<file path="src/rtl/rc_pkg.sv">
// Package: shared types for the response compactor.
// Assumes: the mode encoding is fixed and known to the test controller.
package rc_pkg;
    typedef enum logic [1:0] {
        CMP_ONES  = 2'b00,
        CMP_TRANS = 2'b01,
        CMP_SIG   = 2'b10,
        CMP_SIG_B = 2'b11
    } cmp_mode_e;
endpackage

</file>
<file path="src/rtl/rc_ctrl.sv">
// Module: rc_ctrl
// Runs one test. Opens it on start, accepts up to NUM_RESP valid words,
// then pulses done. Assumes start is a single-cycle pulse.
module rc_ctrl #(
    parameter int NUM_RESP = 64
) (
    input  logic clk,
    input  logic rst_n,
    input  logic start,
    input  logic resp_valid,
    output logic take,
    output logic first,
    output logic last,
    output logic busy,
    output logic done
);
    localparam int CNT_W = $clog2(NUM_RESP + 1);

    logic [CNT_W-1:0] cnt_q;

    // Accept words only while a test is running and not on a start cycle.
    always_comb begin
        take = busy && resp_valid && !start;
        last = take && (cnt_q == CNT_W'(NUM_RESP - 1));
    end

    // Sequence state: word count, busy, first-word flag, done strobe.
    always_ff @(posedge clk) begin
        if (!rst_n) begin
            cnt_q <= '0;
            busy  <= 1'b0;
            first <= 1'b0;
            done  <= 1'b0;
        end else if (start) begin
            cnt_q <= '0;
            busy  <= 1'b1;
            first <= 1'b1;
            done  <= 1'b0;
        end else begin
            done <= last;
            if (take) begin
                cnt_q <= cnt_q + 1'b1;
                first <= 1'b0;
                if (last) begin
                    busy <= 1'b0;
                end
            end
        end
    end

    // done lasts one cycle only.
    assert_done_single_R7: assert property (@(posedge clk) disable iff (!rst_n)
        done |=> !done);
    // nothing is accepted once the test has finished.
    assert_idle_after_done_R7: assert property (@(posedge clk) disable iff (!rst_n)
        (done && !start) |-> !busy);
endmodule

</file>
<file path="src/rtl/rc_count.sv">
// Module: rc_count
// Next-value logic for the two counting modes: ones or bit transitions,
// with saturation. Holds the previous accepted word for transition mode.
// Assumes RESP_W <= SIG_W.
module rc_count #(
    parameter int RESP_W = 16,
    parameter int SIG_W  = 16
) (
    input  logic              clk,
    input  logic              rst_n,
    input  logic              take,
    input  logic              first,
    input  logic              trans_mode,
    input  logic [RESP_W-1:0] resp,
    input  logic [SIG_W-1:0]  sig_in,
    output logic [SIG_W-1:0]  sig_next
);
    localparam int INC_W = $clog2(RESP_W + 1);

    logic [RESP_W-1:0] prev_q;
    logic [RESP_W-1:0] probe;
    logic [INC_W-1:0]  inc;
    logic [SIG_W:0]    sum;

    // Previous accepted word, used to count bit changes.
    always_ff @(posedge clk) begin
        if (!rst_n) begin
            prev_q <= '0;
        end else if (take) begin
            prev_q <= resp;
        end
    end

    // Choose the vector to count, count its set bits, saturate the sum.
    always_comb begin
        probe = trans_mode ? (resp ^ prev_q) : resp;
        inc = '0;
        for (int i = 0; i < RESP_W; i++) begin
            inc = inc + INC_W'(probe[i]);
        end
        if (trans_mode && first) begin
            inc = '0;
        end
        sum = {1'b0, sig_in} + (SIG_W + 1)'(inc);
        sig_next = sum[SIG_W] ? {SIG_W{1'b1}} : sum[SIG_W-1:0];
    end

    // the first word of a transition test adds nothing.
    assert_first_primes_R4: assert property (@(posedge clk) disable iff (!rst_n)
        (take && trans_mode && first) |-> (sig_next == sig_in));
endmodule

</file>
<file path="src/rtl/rc_misr.sv">
// Module: rc_misr
// Next-value logic of a Galois multiple-input signature register.
// Assumes taps holds steady during a test and RESP_W <= SIG_W.
module rc_misr #(
    parameter int RESP_W = 16,
    parameter int SIG_W  = 16
) (
    input  logic [RESP_W-1:0] resp,
    input  logic [SIG_W-1:0]  taps,
    input  logic [SIG_W-1:0]  sig_in,
    output logic [SIG_W-1:0]  sig_next
);
    logic [SIG_W-1:0] resp_ext;

    // Widen the response to the signature width.
    generate
        if (RESP_W < SIG_W) begin : g_pad
            assign resp_ext = {{(SIG_W - RESP_W){1'b0}}, resp};
        end else begin : g_same
            assign resp_ext = resp[SIG_W-1:0];
        end
    endgenerate

    // Shift left, apply feedback from the top bit, fold in the word.
    always_comb begin
        sig_next = {sig_in[SIG_W-2:0], 1'b0}
                 ^ (sig_in[SIG_W-1] ? taps : '0)
                 ^ resp_ext;
    end
endmodule

</file>
<file path="src/rtl/resp_compactor.sv">
// Module: resp_compactor (top)
// Folds response words into one signature using a method chosen at start,
// and compares the result with golden when the test ends.
// Assumes RESP_W <= SIG_W, SIG_W >= 2, and that start is a single-cycle pulse.
module resp_compactor
    import rc_pkg::*;
#(
    parameter int RESP_W   = 16,
    parameter int SIG_W    = 16,
    parameter int NUM_RESP = 64
) (
    input  logic              clk,
    input  logic              rst_n,
    input  logic              start,
    input  logic [RESP_W-1:0] resp_data,
    input  logic              resp_valid,
    input  logic [1:0]        mode,
    input  logic [SIG_W-1:0]  taps,
    input  logic [SIG_W-1:0]  golden,
    output logic [SIG_W-1:0]  signature,
    output logic              done,
    output logic              pass
);
    cmp_mode_e        mode_q;
    logic             take, first, last, busy;
    logic             count_mode, trans_mode;
    logic [SIG_W-1:0] sig_q, cnt_next, misr_next, sig_next;
    logic             pass_q;

    rc_ctrl #(.NUM_RESP(NUM_RESP)) i_ctrl (
        .clk        (clk),
        .rst_n      (rst_n),
        .start      (start),
        .resp_valid (resp_valid),
        .take       (take),
        .first      (first),
        .last       (last),
        .busy       (busy),
        .done       (done)
    );

    rc_count #(.RESP_W(RESP_W), .SIG_W(SIG_W)) i_count (
        .clk        (clk),
        .rst_n      (rst_n),
        .take       (take),
        .first      (first),
        .trans_mode (trans_mode),
        .resp       (resp_data),
        .sig_in     (sig_q),
        .sig_next   (cnt_next)
    );

    rc_misr #(.RESP_W(RESP_W), .SIG_W(SIG_W)) i_misr (
        .resp     (resp_data),
        .taps     (taps),
        .sig_in   (sig_q),
        .sig_next (misr_next)
    );

    // Decode the latched mode and pick the next signature.
    always_comb begin
        count_mode = (mode_q == CMP_ONES) || (mode_q == CMP_TRANS);
        trans_mode = (mode_q == CMP_TRANS);
        sig_next   = count_mode ? cnt_next : misr_next;
    end

    // Latch the mode once per test.
    always_ff @(posedge clk) begin
        if (!rst_n) begin
            mode_q <= CMP_ONES;
        end else if (start) begin
            mode_q <= cmp_mode_e'(mode);
        end
    end

    // Signature register: cleared on start, updated on each accepted word.
    always_ff @(posedge clk) begin
        if (!rst_n) begin
            sig_q <= '0;
        end else if (start) begin
            sig_q <= '0;
        end else if (take) begin
            sig_q <= sig_next;
        end
    end

    // Verdict: set with the last word, held until the next start.
    always_ff @(posedge clk) begin
        if (!rst_n) begin
            pass_q <= 1'b0;
        end else if (start) begin
            pass_q <= 1'b0;
        end else if (last) begin
            pass_q <= (sig_next == golden);
        end
    end

    assign signature = sig_q;
    assign pass      = pass_q;

    // start clears the signature.
    assert_start_clears_R2: assert property (@(posedge clk) disable iff (!rst_n)
        start |=> (sig_q == '0));
    // a saturated counter stays saturated.
    assert_saturation_R6: assert property (@(posedge clk) disable iff (!rst_n)
        (take && count_mode && (sig_q == {SIG_W{1'b1}})) |=> (sig_q == {SIG_W{1'b1}}));
    // counting modes never decrease.
    assert_count_monotonic_R3: assert property (@(posedge clk) disable iff (!rst_n)
        (take && count_mode) |=> (sig_q >= $past(sig_q)));
    // with no test running, the signature does not move.
    assert_idle_hold_R7: assert property (@(posedge clk) disable iff (!rst_n)
        (!busy && !start) |=> $stable(sig_q));
    // the verdict changes only at start or at the end of a test.
    assert_pass_hold_R8: assert property (@(posedge clk) disable iff (!rst_n)
        (!start && !last) |=> $stable(pass_q));
    // the mode stays fixed between starts.
    assert_mode_fixed_R9: assert property (@(posedge clk) disable iff (!rst_n)
        !start |=> $stable(mode_q));
endmodule

</file>
<file path="config.mk">
export PLATFORM = sky130hd
export DESIGN_NAME = resp_compactor
export DESIGN_NICKNAME = d
export VERILOG_FILES = /design/src/rtl/rc_pkg.sv /design/src/rtl/rc_ctrl.sv /design/src/rtl/rc_count.sv /design/src/rtl/rc_misr.sv /design/src/rtl/resp_compactor.sv
export SDC_FILE = /design/constraint.sdc
export NUM_CORES = 1
export LEC_CHECK = 0
export BUFFER_PORTS_ARGS = -buffer_cell sky130_fd_sc_hd__buf_2
export CAP_MARGIN = 20
export CELL_PAD_IN_SITES_DETAIL_PLACEMENT = 1
export CELL_PAD_IN_SITES_GLOBAL_PLACEMENT = 1
export CORE_MARGIN = 2
export CORE_UTILIZATION = 35
export CTS_CLUSTER_SIZE = 12
export DETAILED_ROUTE_END_ITERATION = 8
export PLACE_DENSITY_LB_ADDON = 0.25
export SETUP_SLACK_MARGIN = 0.02
export SYNTH_ARGS = -nofsm -noshare
export SYNTH_HDL_FRONTEND = slang
export SYNTH_SLANG_ARGS = --single-unit
</file>
<file path="constraint.sdc">
create_clock -name clk -period 16.3 [get_ports clk]
set_input_delay 0.815 -clock clk [delete_from_list [all_inputs] [get_ports clk]]
set_output_delay 0.815 -clock clk [all_outputs]
set_load 0.005 [all_outputs]
</file>
# After elaboration in Yosys (flattened, before gate mapping)
# Cells that the tools add are included.
# classes
add_sub_neg,17
eq_ne,3
mux,10
n_bitwise,4
reduce_logical,11
# ops
operator,n
$add A5 B1 Y5,14
$mux W16,4
$xor A16 B16 Y16,3
$add A16 B5 Y17,1
$eq A16 B16 Y1,1
$add A7 B1 Y7 const B,1
$eq A7 B6 Y1 const B,1
$mux W1,5
$mux W5,1
$logic_and A1 B1 Y1,4
$reduce_bool A2 Y1,2
$add A1 B1 Y2,1
$eq A2 B1 Y1 const B,1
$logic_not A2 Y1,1
$reduce_and A2 Y1,1
$reduce_or A2 Y1,1
$logic_not A1 Y1,1
$logic_or A1 B1 Y1,1
$not A1 Y1,1
# word_totals
reg_bits,45
inputBits,54
output_inout_bits,18
elab_cells,53

# Depth between registers and ports, before layout
# Gate-level depths: netlist (run 1).
# depth
depth_word,22
ltp_mapped,29
depth_no_buf,24

# By module
# Synthesis (run 1) repeated with hierarchy kept, for this count alone.
# unflattened
hier_cells,391
area_unflattened_um2,3489.6
# by_module_without_submodules
mod,instances,cells_each,area_per_inst_um2,seq_area_each_um2
rc_count,1,191,1665.3,320.3
resp_compactor,1,104,1012.2,380.4
rc_ctrl,1,47,436.7,200.2
rc_misr,1,49,375.4,0.0

# Worst setup path after synthesis (run 1)
# No wires, ideal clock.
# synth_timing
path_type,register to register
from,reg mode_q[1]
to,reg pass_q (netlist: pass)
setup_ns,0.069
arrival_time_ns,7.430
t_required_ns,16.231
path_slack_ns,8.801
stages_incl_launch_ff,28
n_path_buf,4
synth_period_minus_slack_ns,7.499
cell_sequence,dfxtp_1 clkbuf_1 buf_1 nor2b_1 clkbuf_1 clkbuf_1 nand2_1 xnor2_1 ha_1 fa_1 fa_1 fa_1 inv_1 fa_1 fa_1 fa_1 nor2b_1 o21ai_0 nor2_1 ha_1 and3_1 a22oi_2 o21ai_1 o21ai_0 o22ai_1 or4_1 or4_1 o21ai_1
# synth_between
elab_chain_cells,22
word_cells_on_any_way,25
cone_classes,add/sub: 16; eq/ne: 2; mux: 4; reduce/logical: 3
# synth_lines
item,line,rtl
"start, declared",resp_compactor.sv:24,cmp_mode_e mode_q;
"start signal, assigned",resp_compactor.sv:72,mode_q <= cmp_mode_e'(mode);
$eq A2 B1 Y1,"resp_compactor.sv:62, resp_compactor.sv:63",
$mux W16,rc_count.sv:36,probe = trans_mode ? (resp ^ prev_q) : resp;
$add A1 B1 Y2,rc_count.sv:39,inc = inc + INC_W'(probe[i]);
$add A5 B1 Y5 (14 in a row),rc_count.sv:39,
$mux W5,rc_count.sv:41,if (trans_mode && first) begin
$add A16 B5 Y17,rc_count.sv:44,"sum = {1'b0, sig_in} + (SIG_W + 1)'(inc);"
$mux W16,rc_count.sv:45,sig_next = sum[SIG_W] ? {SIG_W{1'b1}} : sum[SIG_W-1:0];
$mux W16 *,resp_compactor.sv:64,sig_next = count_mode ? cnt_next : misr_next;
$eq A16 B16 Y1 *,resp_compactor.sv:94,pass_q <= (sig_next == golden);
"end signal, assigned",resp_compactor.sv:94,
"end, declared",resp_compactor.sv:28,logic pass_q;
# Mark *: on every way between the ends. The rest lies on a longest branch, timed or not.
# A chain may end at the register's enable or synchronous reset.

# Final worst setup path (run 1)
# layout_timing
from,reg mode_q[0]
to,reg pass_q (netlist: pass)
# The elaborated chain is that of the path after synthesis.

==> flow_metrics.tcl, run 1 <==
set metrics [dict create \
    port_buffers 71 \
    max_freq_mhz 129 \
    grt_max_degree 34 \
    hold-path-endpoint "i_ctrl.cnt_q[6]" \
    regToRegEndpoint "pass" \
    synth_nets 561 \
    synth_ff_type "dfxtp_1" \
    clkSinkCount 45 \
    worstMarginPinSlew_ns 0.902 \
    cts_tree "done" \
    fill_cells 1282 \
    dpl_worst_slack_ns 8.04 \
    post_drt_wl_per_cell_um 18.3 \
    drive_gt1_frac 0.169 \
    grt_pass1_wl_mm 19.6 \
    gr-usage-all-layers 0.221 \
    cp_max_fo 14 \
    min_from "i_ctrl.cnt_q[6]" \
    overflow 0 \
    htreeDepth 2 \
    cp_slowest_cell "nor2_1" \
    drv_cap 0 \
    finalSetupViolCount 0 \
    leakagePower_nw 1.65 \
    vias 3653 \
    cp_num_buf_inv 2 \
    r2r_cells 24 \
    dpl.cell_count 666 \
    grt_pass1_vias 3673 \
    cts_root_buffer "clkbuf_8" \
    first_pass_iters 4 \
    internal_power_mw 0.230 \
    die_h_um 107 \
    numCtsBuffers 5 \
    async_flop_share 0 \
    die_x_um 107 \
    place_congestion 0.879 \
    antenna_found_initial 0 \
    swShare 0.389 \
    rsz0062_at_grt "no" \
    end_kind "flip-flop" \
    drt-vias-per-instance 5.41 \
    whs_path_depth 2 \
    final_cells 675 \
    r2r_start "mode_q[0]" \
    comb_power_share 0.455 \
    slew_violations 0 \
    antenna_cells 0 \
    io_pins 72 \
    synth.distinct_cells 61 \
    skew_ns 0.00772 \
    clock_latency_ns 0.31 \
    status "finished, final reports clean" \
    p_per_area_nw_per_um2 88.3 \
    irDropWorstVdd_v 0.0000383 \
    period_minus_slack_ns 7.77 \
    power.share.clock 0.237 \
    syn-cell-area_um2 3730 \
    drc 0 \
    place_area_um2 4150 \
    yosysSeqAreaShare 0.242 \
    nNetsFinal 614 \
    design_area_um2 4270 \
    cts-resized-gates 0 \
    cts_hold_buf 0 \
    synth_top_area_cell "dfxtp_1" \
    cp_top_family "adder cells" \
    seqPwrFrac 0.308 \
    drt_wl_total_mm 12.3 \
    synth_top_cell_area_share 0.242 \
    timing.final.crit_share 0.476 \
    syn_avg_cell_area_um2 7.69 \
    dieArea_um2 11500 \
    setup_slack_ns 8.53 \
    num_rows 37 \
    p_switching_mw 0.146 \
    slowest_delay_ns 0.72 \
    critPathRequiredTime_ns 16.55 \
    mostFrequentLayoutCell "nand2_1" \
    drtIter0Drc 144 \
    post-cts-setup-buffers 0 \
    clk_path_buf_depth 2 \
    setup_tns_ns 0 \
    start_kind "flip-flop" \
    hold_path.class "flip-flop to flip-flop" \
    clkTransAtPathRegs_ns 0.10 \
    synthTopCellsByArea "dfxtp_1 24%, xnor2_1 11%, nand2_1 9.2%" \
    layout.cells.most_common_list "91 x nand2_1, 71 x buf_2, 47 x xnor2_1" \
    r2r_slack_ns 8.53 \
    critPathKind "flip-flop to flip-flop" \
    synth_edf_count 0 \
    start_util 0.361 \
    ys_seq_elements 45 \
    fin_util 0.413 \
    core_um2 10300 \
    cpMostUsedCell "fa_1" \
    syn-instance-count 485 \
    yosysWarnings 0 \
    antenna_left 0 \
    max_slew_margin 0.396 \
    hpwl_mm 9.84 \
    hold_viol 0 \
    cp_cell_sequence "nor2b_1 -> buf_4 -> nand2_1 -> xnor2_1 -> ha_1 -> fa_1 -> fa_1 -> fa_1 -> inv_1 -> fa_1 -> fa_1 -> fa_1 -> nor2b_1 -> o21ai_0 -> nor2_1 -> ha_1 -> and3_1 -> a22oi_2 -> nor2_1 -> nor2_1 -> a22oi_1 -> xor2_1 -> or4_1 -> o21ai_1" \
    critPathArrivalTime_ns 8.01 \
    syn2layout_area_growth_pct 14.5 \
]
## power groups by stage
stage	sequential [mW]	combinational, mW	clock, mW
2_1_floorplan	0.117	0.123	0
3_3_place_gp	0.118	0.163	0
3_5_place_dp	0.119	0.172	0
4_1_cts	0.116	0.173	0.0925
5_1_grt	0.116	0.195	0.0963
6_report	0.116	0.171	0.0893
## final cells by class
type	instances	area (µm²)	area share
multi-input combinational	397	2650	0.620
clock buffer	6	72.6	0.0170
clock inverter	2	38.8	0.00909
tap	136	170	0.0399
inverter	14	52.6	0.0123
sequential	45	901	0.211
timing repair buffer	75	385	0.0903
## worst max-delay path by stage
stage,from,end,cells past startpoint
3_5_place_dp,mode_q[0],pass,23
5_1_grt,mode_q[0],pass,24
6_report,mode_q[0],pass,24
2_1_floorplan,mode_q[1],pass,27
3_3_place_gp,mode_q[0],pass,23
4_1_cts,mode_q[0],pass,23
## worst min-delay path, cell delays in order, from the launching register on
cell and delay (ns):
dfxtp_1 0.32, nand2_1 0.06, a21oi_1 0.06
## registers in the layout, indices dropped and copies added, names as in the netlist
register	count
signature	16
i_ctrl.done	1
mode_q	2
pass	1
i_ctrl.busy	1
i_ctrl.first	1
i_count.prev_q	16
i_ctrl.cnt_q	7
## logic make-up after synthesis
group	after synthesis	share of synthesized area
buffers and inverters	43	0.0480
AOI/OAI and AO/OA	108	0.199
DFF	45	0.242
and+or+nand+nor	197	0.247
xor gates and xnor gates	66	0.157
muxes	4	0.0107
adders and majority gates	22	0.0960
## through the flow
| step | hold slack (ns) | total power [mW] |
|---|---|---|
| 2_1_floorplan | 0.432 | 0.240 |
| 3_3_place_gp | 0.439 | 0.282 |
| 6_report | 0.470 | 0.377 |
| 5_1_grt | 0.492 | 0.408 |
| 4_1_cts | 0.477 | 0.382 |
| 3_5_place_dp | 0.462 | 0.291 |
## cell usage after synthesis, types with 12 or more instances
cell and instances:
o21ai_0 13, xnor2_1 47, a21oi_1 28, inv_1 13, nor2_1 31, clkbuf_1 18
and3_1 12, dfxtp_1 45, nand2_1 91, xor2_1 18, a21boi_0 16
## layer usage
metal | vias to the layer above | track usage | part of all wire
li1 | 1775 | - | -
met1 | 1785 | 0.299 | 0.47
met4 | 0 | 0.0566 | 0.018
met2 | 80 | 0.374 | 0.47
met3 | 13 | 0.0237 | 0.039
met5 | - | 0 | 0
No activity file was read; power rests on OpenSTA's default activity.
==> run 2: changes to the inputs <==
- ABC_AREA: unset -> 1
- clock period: 16.3 -> 6.6 ns (I/O delays scaled with it)
==> run 2 against run 1 <==
  * Synthesized area decreased by 2.6%
  * Via count increased by 2.3%
  * Sequential share of layout area decreased by 0.29 points
  * Critical path depth increased by 6
  * Critical endpoint unchanged
  * Largest power group unchanged
  * Core utilization increased by 1.2 points
  * Non-clock buffer count increased by 4
  * Routed wire length decreased by 3.9%
  * Clock-buffer cell count decreased by 1
  * Sequential power increased by 150%
==> flow_metrics.tcl, run 2 <==
set metrics [dict create \
    status "finished, final reports clean" \
    synth.distinct_cells 33 \
    antenna_cells 0 \
    cts_tree "done" \
    drive_gt1_frac 0.205 \
    hpwl_mm 9.49 \
    synth_ff_type "dfxtp_1" \
    syn2layout_area_growth_pct 19.2 \
    synthTopCellsByArea "dfxtp_1 25%, nand2_1 16%, xor2_1 7.2%" \
    grt_pass1_vias 4006 \
    cpMostUsedCell "nand2_1" \
    r2r_slack_ns 0.37 \
    syn_avg_cell_area_um2 6.65 \
    mostFrequentLayoutCell "nand2_1" \
    core_um2 10200 \
    rsz0062_at_grt "no" \
    yosysWarnings 0 \
    finalSetupViolCount 0 \
    slowest_delay_ns 0.55 \
    worstMarginPinSlew_ns 0.875 \
    critPathRequiredTime_ns 6.85 \
    drtIter0Drc 109 \
    die_h_um 106 \
    cp_max_fo 5 \
    nNetsFinal 690 \
    cts_root_buffer "clkbuf_8" \
    io_pins 72 \
    setup_tns_ns 0 \
    die_x_um 106 \
    min_from "mode[0]" \
    drt-vias-per-instance 4.97 \
    start_util 0.356 \
    htreeDepth 2 \
    syn-cell-area_um2 3630 \
    clk_path_buf_depth 2 \
    syn-instance-count 546 \
    gr-usage-all-layers 0.220 \
    irDropWorstVdd_v 0.000121 \
    cts_hold_buf 0 \
    ys_seq_elements 45 \
    hold-path-endpoint "mode_q[0]" \
    num_rows 37 \
    overflow 0 \
    end_kind "flip-flop" \
    yosysMostFrequentCell "nand2_1" \
    place_congestion 0.812 \
    total_power_mw 1.02 \
    synth_top_area_cell "dfxtp_1" \
    slew_violations 0 \
    grt_pass1_wl_mm 19.5 \
    vias 3736 \
    dieArea_um2 11200 \
    hold_viol 0 \
    cp_slowest_cell "fa_1" \
    clkTransAtPathRegs_ns 0.10 \
    r2r_start "mode_q[1]" \
    max_freq_mhz 160 \
    drt_wl_total_mm 11.9 \
    period_minus_slack_ns 6.23 \
    yosysSeqAreaShare 0.248 \
    drv_cap 0 \
    critPathKind "flip-flop to flip-flop" \
    critPathLaunch "mode_q[1]" \
    synth_common_cells "151 x nand2_1, 60 x nor2_1, 52 x inv_1" \
    hold_path.class "input port to flip-flop" \
    clock_latency_ns 0.31 \
    antenna_found_initial 0 \
    skew_ns 0.00907 \
    start_kind "flip-flop" \
    leakagePower_nw 2.09 \
    critPathArrivalTime_ns 6.48 \
    port_buffers 71 \
    clkSinkCount 45 \
    first_pass_iters 4 \
    synth_nets 622 \
    synth_top_cell_area_share 0.248 \
    whs_path_depth 3 \
    numCtsBuffers 5 \
    post_drt_wl_per_cell_um 15.8 \
    p_per_area_nw_per_um2 236 \
    drc 0 \
    r2r_cells 30 \
    grt_max_degree 56 \
    timing.final.crit_share 0.944 \
    max_slew_margin 0.416 \
    antenna_left 0 \
    layout.cells.most_common_list "150 x nand2_1, 71 x buf_2, 56 x nor2_1" \
    async_flop_share 0 \
    regToRegEndpoint "pass" \
    synth_edf_count 0 \
]
==> run 2: cell type report <==
class,count,area (µm²)
timing repair buffer,79,443
tap,136,170
clock buffer,5,68.8
inverter,55,206
sequential,45,901
clock inverter,3,68.8
fill,1383,5860
multi-input combinational,428,2470
==> run 2: per-layer routing <==
metal | wire length [µm] | global-route usage | vias to the layer above | share of wire
met5 | 0 | 0 | - | 0
met4 | 183 | 0.0545 | 0 | 0.015
met3 | 494 | 0.0334 | 14 | 0.042
met2 | 6160 | 0.412 | 58 | 0.52
met1 | 5030 | 0.262 | 1801 | 0.42
li1 | - | - | 1863 | -
==> run 2: report_power, final <==
group | switching (mW) | internal [mW] | leakage, nW | total (mW)
clock network | 0.111 | 0.153 | 0.0687 | 0.264
registers | 0.00774 | 0.280 | 0.366 | 0.287
logic | 0.280 | 0.192 | 1.66 | 0.472
total | 0.399 | 0.624 | 2.09 | 1.02
==> run 2: metrics by stage <==
stage	hold slack, ns	std cells	util	cell area, µm²	setup slack, ns
detailed placement	0.472	741	0.404	4110	0.0727
CTS	0.267	749	0.417	4250	0.0278
global route	0.260	751	0.425	4330	0.0298
finish	0.265	751	0.425	4330	0.367
floorplan	0.435	546	-	3630	0.164
global placement	0.454	741	0.404	4110	0.367
==> run 2: critical path, delay by kind of cell (launching register included) <==
kind | cells | cell delay (ns)
buffers and inverters | 5 | 0.42
flip-flops | 1 | 0.33
adder cells (fa/ha/maj) | 8 | 3.70
AO/OA/AOI/OAI | 2 | 0.26
XOR/XNOR | 1 | 0.15
AND/OR/NAND/NOR | 14 | 1.30
==> run 2: kinds of logic after synthesis <==
| group | after synthesis | synth area share |
|---|---|---|
| compound gates | 73 | 0.107 |
| fa+ha+maj | 22 | 0.0986 |
| buf+inv | 73 | 0.0810 |
| flops | 45 | 0.248 |
| simple gates | 290 | 0.362 |
| xor+xnor | 43 | 0.104 |
==> run 2: worst max-delay path by stage <==
stage,endpoint,slack [ns]
2_1_floorplan,pass,0.16
3_3_place_gp,pass,0.37
3_5_place_dp,pass,0.07
4_1_cts,pass,0.03
5_1_grt,pass,0.03
6_report,pass,0.37
==> run 2: what timing repair did <==
item	4_1_cts	5_1_grt
setup buffers	0	1
gates resized for setup	0	13
setup endpoints to repair	0	1
==> run 3: changes to the inputs <==
- CELL_PAD_IN_SITES_DETAIL_PLACEMENT: 1 -> unset
- CELL_PAD_IN_SITES_GLOBAL_PLACEMENT: 1 -> unset
==> run 3 against run 2 <==
  * Fmax is 1.2% higher
  * Routed wire length is 16% lower
  * Final area down 1.5%
  * Power is 11% lower
  * Die area stayed put
  * Clock power down 28%
  * Worst hold slack gained 0.0081 ns
  * Setup slack better by 0.075 ns
  * Via count decreased by 5.9%
  * Core utilization is 0.64 points lower
  * Sequential cell count unchanged
  * First-iteration DRC count increased by 39%
  * Highest routed layer unchanged
==> flow_metrics.tcl, run 3 (same netlist as run 2, synthesis figures left out) <==
set metrics [dict create \
    finalSetupViolCount 0 \
    htreeDepth 2 \
    status "finished, final reports clean" \
    port_buffers 71 \
    cts_root_buffer "clkbuf_8" \
    clkTransAtPathRegs_ns 0.10 \
    slowest_delay_ns 0.57 \
    critPathArrivalTime_ns 6.41 \
    p_per_area_nw_per_um2 213 \
    cp_slowest_cell "fa_1" \
    antenna_cells 0 \
    fin_util 0.419 \
    cpMostUsedCell "nand2_1" \
    dpl.cell_count 741 \
    max_freq_mhz 162 \
    cts_hold_buf 0 \
    overflow 0 \
    io_pins 72 \
    drc 0 \
    period_minus_slack_ns 6.16 \
    clock_latency_ns 0.31 \
    max_slew_margin 0.441 \
    numCtsBuffers 5 \
    start_util 0.356 \
    min_from "mode[0]" \
    cp_max_fo 9 \
    drive_gt1_frac 0.197 \
    grt_max_degree 56 \
    drt-vias-per-instance 4.68 \
    clk_path_buf_depth 2 \
    internal_power_mw 0.537 \
    p_switching_mw 0.371 \
    cp_num_buf_inv 5 \
    place_area_um2 4110 \
    hold-path-endpoint "mode_q[0]" \
    clkSinkCount 45 \
    r2r_cells 30 \
    skew_ns 0.00600 \
    grt.busiest_layer "met2" \
    rsz0062_at_grt "no" \
    r2r_slack_ns 0.44 \
    timing.final.crit_share 0.933 \
    regToRegEndpoint "pass" \
    total_power_mw 0.908 \
    slew_violations 0 \
    num_rows 37 \
    irDropWorstVdd_v 0.0000912 \
    met1_usage 0.255 \
    met3_usage 0.0266 \
    drtIter0Drc 151 \
    leakagePower_nw 2.05 \
    start_kind "flip-flop" \
    antenna_found_initial 0 \
    dieArea_um2 11200 \
    worstMarginPinSlew_ns 0.837 \
    mostFrequentLayoutCell "nand2_1" \
    grt_pass1_wl_mm 16.3 \
    die_x_um 106 \
    grt_pass1_vias 3344 \
    swShare 0.409 \
    end_kind "flip-flop" \
    place_congestion 0.840 \
    first_pass_iters 5 \
    antenna_left 0 \
    critPathRequiredTime_ns 6.85 \
    seqPwrFrac 0.316 \
    syn2layout_area_growth_pct 17.4 \
    die_h_um 106 \
    cp_top_family "adder cells" \
    power.share.clock 0.211 \
    post_drt_wl_per_cell_um 13.2 \
    cts_tree "done" \
    vias 3516 \
    setup_tns_ns 0 \
    layout.cells.most_common_list "151 x nand2_1, 71 x buf_2, 58 x nor2_1" \
    nNetsFinal 690 \
    comb_power_share 0.473 \
    core_um2 10200 \
    hold_viol 0 \
    drv_cap 0 \
    gr-usage-all-layers 0.186 \
    hpwl_mm 7.88 \
    grtUsageMet2 0.309 \
    fill_cells 1100 \
    design_area_um2 4260 \
    whs_path_depth 3 \
    critPathKind "flip-flop to flip-flop" \
    r2r_start "mode_q[1]" \
    drt_wl_total_mm 9.92 \
    final_cells 751 \
    hold_path.class "input port to flip-flop" \
]
run 3: routing by layer:
layer,up-vias,wire (µm)
met5,-,0
met4,0,87
met3,6,528
met2,77,4610
met1,1576,4700
li1,1857,-
run 3: worst max-delay path by stage:
stage	startpoint	endpoint	cells past startpoint
2_1_floorplan	mode_q[1]	pass	32
3_3_place_gp	mode_q[1]	pass	30
3_5_place_dp	mode_q[1]	pass	30
4_1_cts	mode_q[1]	pass	30
5_1_grt	mode_q[1]	pass	31
6_report	mode_q[1]	pass	30
run 3: timing repair:
action | CTS | global route
gates resized for setup | 0 | 7
buffers inserted | 0 | 1
endpoints found under the setup margin | 0 | 1
run 3: power groups by stage:
| stage | registers [mW] | clock network (mW) | logic (mW) |
|---|---|---|---|
| final | 0.287 | 0.191 | 0.430 |
| after global routing | 0.288 | 0.207 | 0.501 |
| after CTS | 0.287 | 0.200 | 0.426 |
| after detailed placement | 0.293 | 0 | 0.423 |
| after global placement | 0.293 | 0 | 0.413 |
| after floorplan | 0.290 | 0 | 0.320 |
run 3: cell type report:
| cell class | count | area (µm²) | area share |
|---|---|---|---|
| clock buffer | 5 | 68.8 | 0.0161 |
| clock inverter | 3 | 25.0 | 0.00587 |
| inverter | 55 | 209 | 0.0490 |
| multi-input combinational | 428 | 2450 | 0.575 |
| sequential | 45 | 901 | 0.211 |
| tap | 136 | 170 | 0.0399 |
| timing repair buffer | 79 | 439 | 0.103 |
run 3: per-stage QoR:
stage	hold slack (ns)	worst slack [ns]
after floorplan	0.435	0.164
after global placement	0.453	0.261
after detailed placement	0.461	0.154
after CTS	0.273	0.132
after global routing	0.279	0.0396
final	0.274	0.442
run 3: worst min-delay path, cell delays in order:
cell and delay [ns]:
buf_2 0.09, nor2_1 0.04, nor2_1 0.09
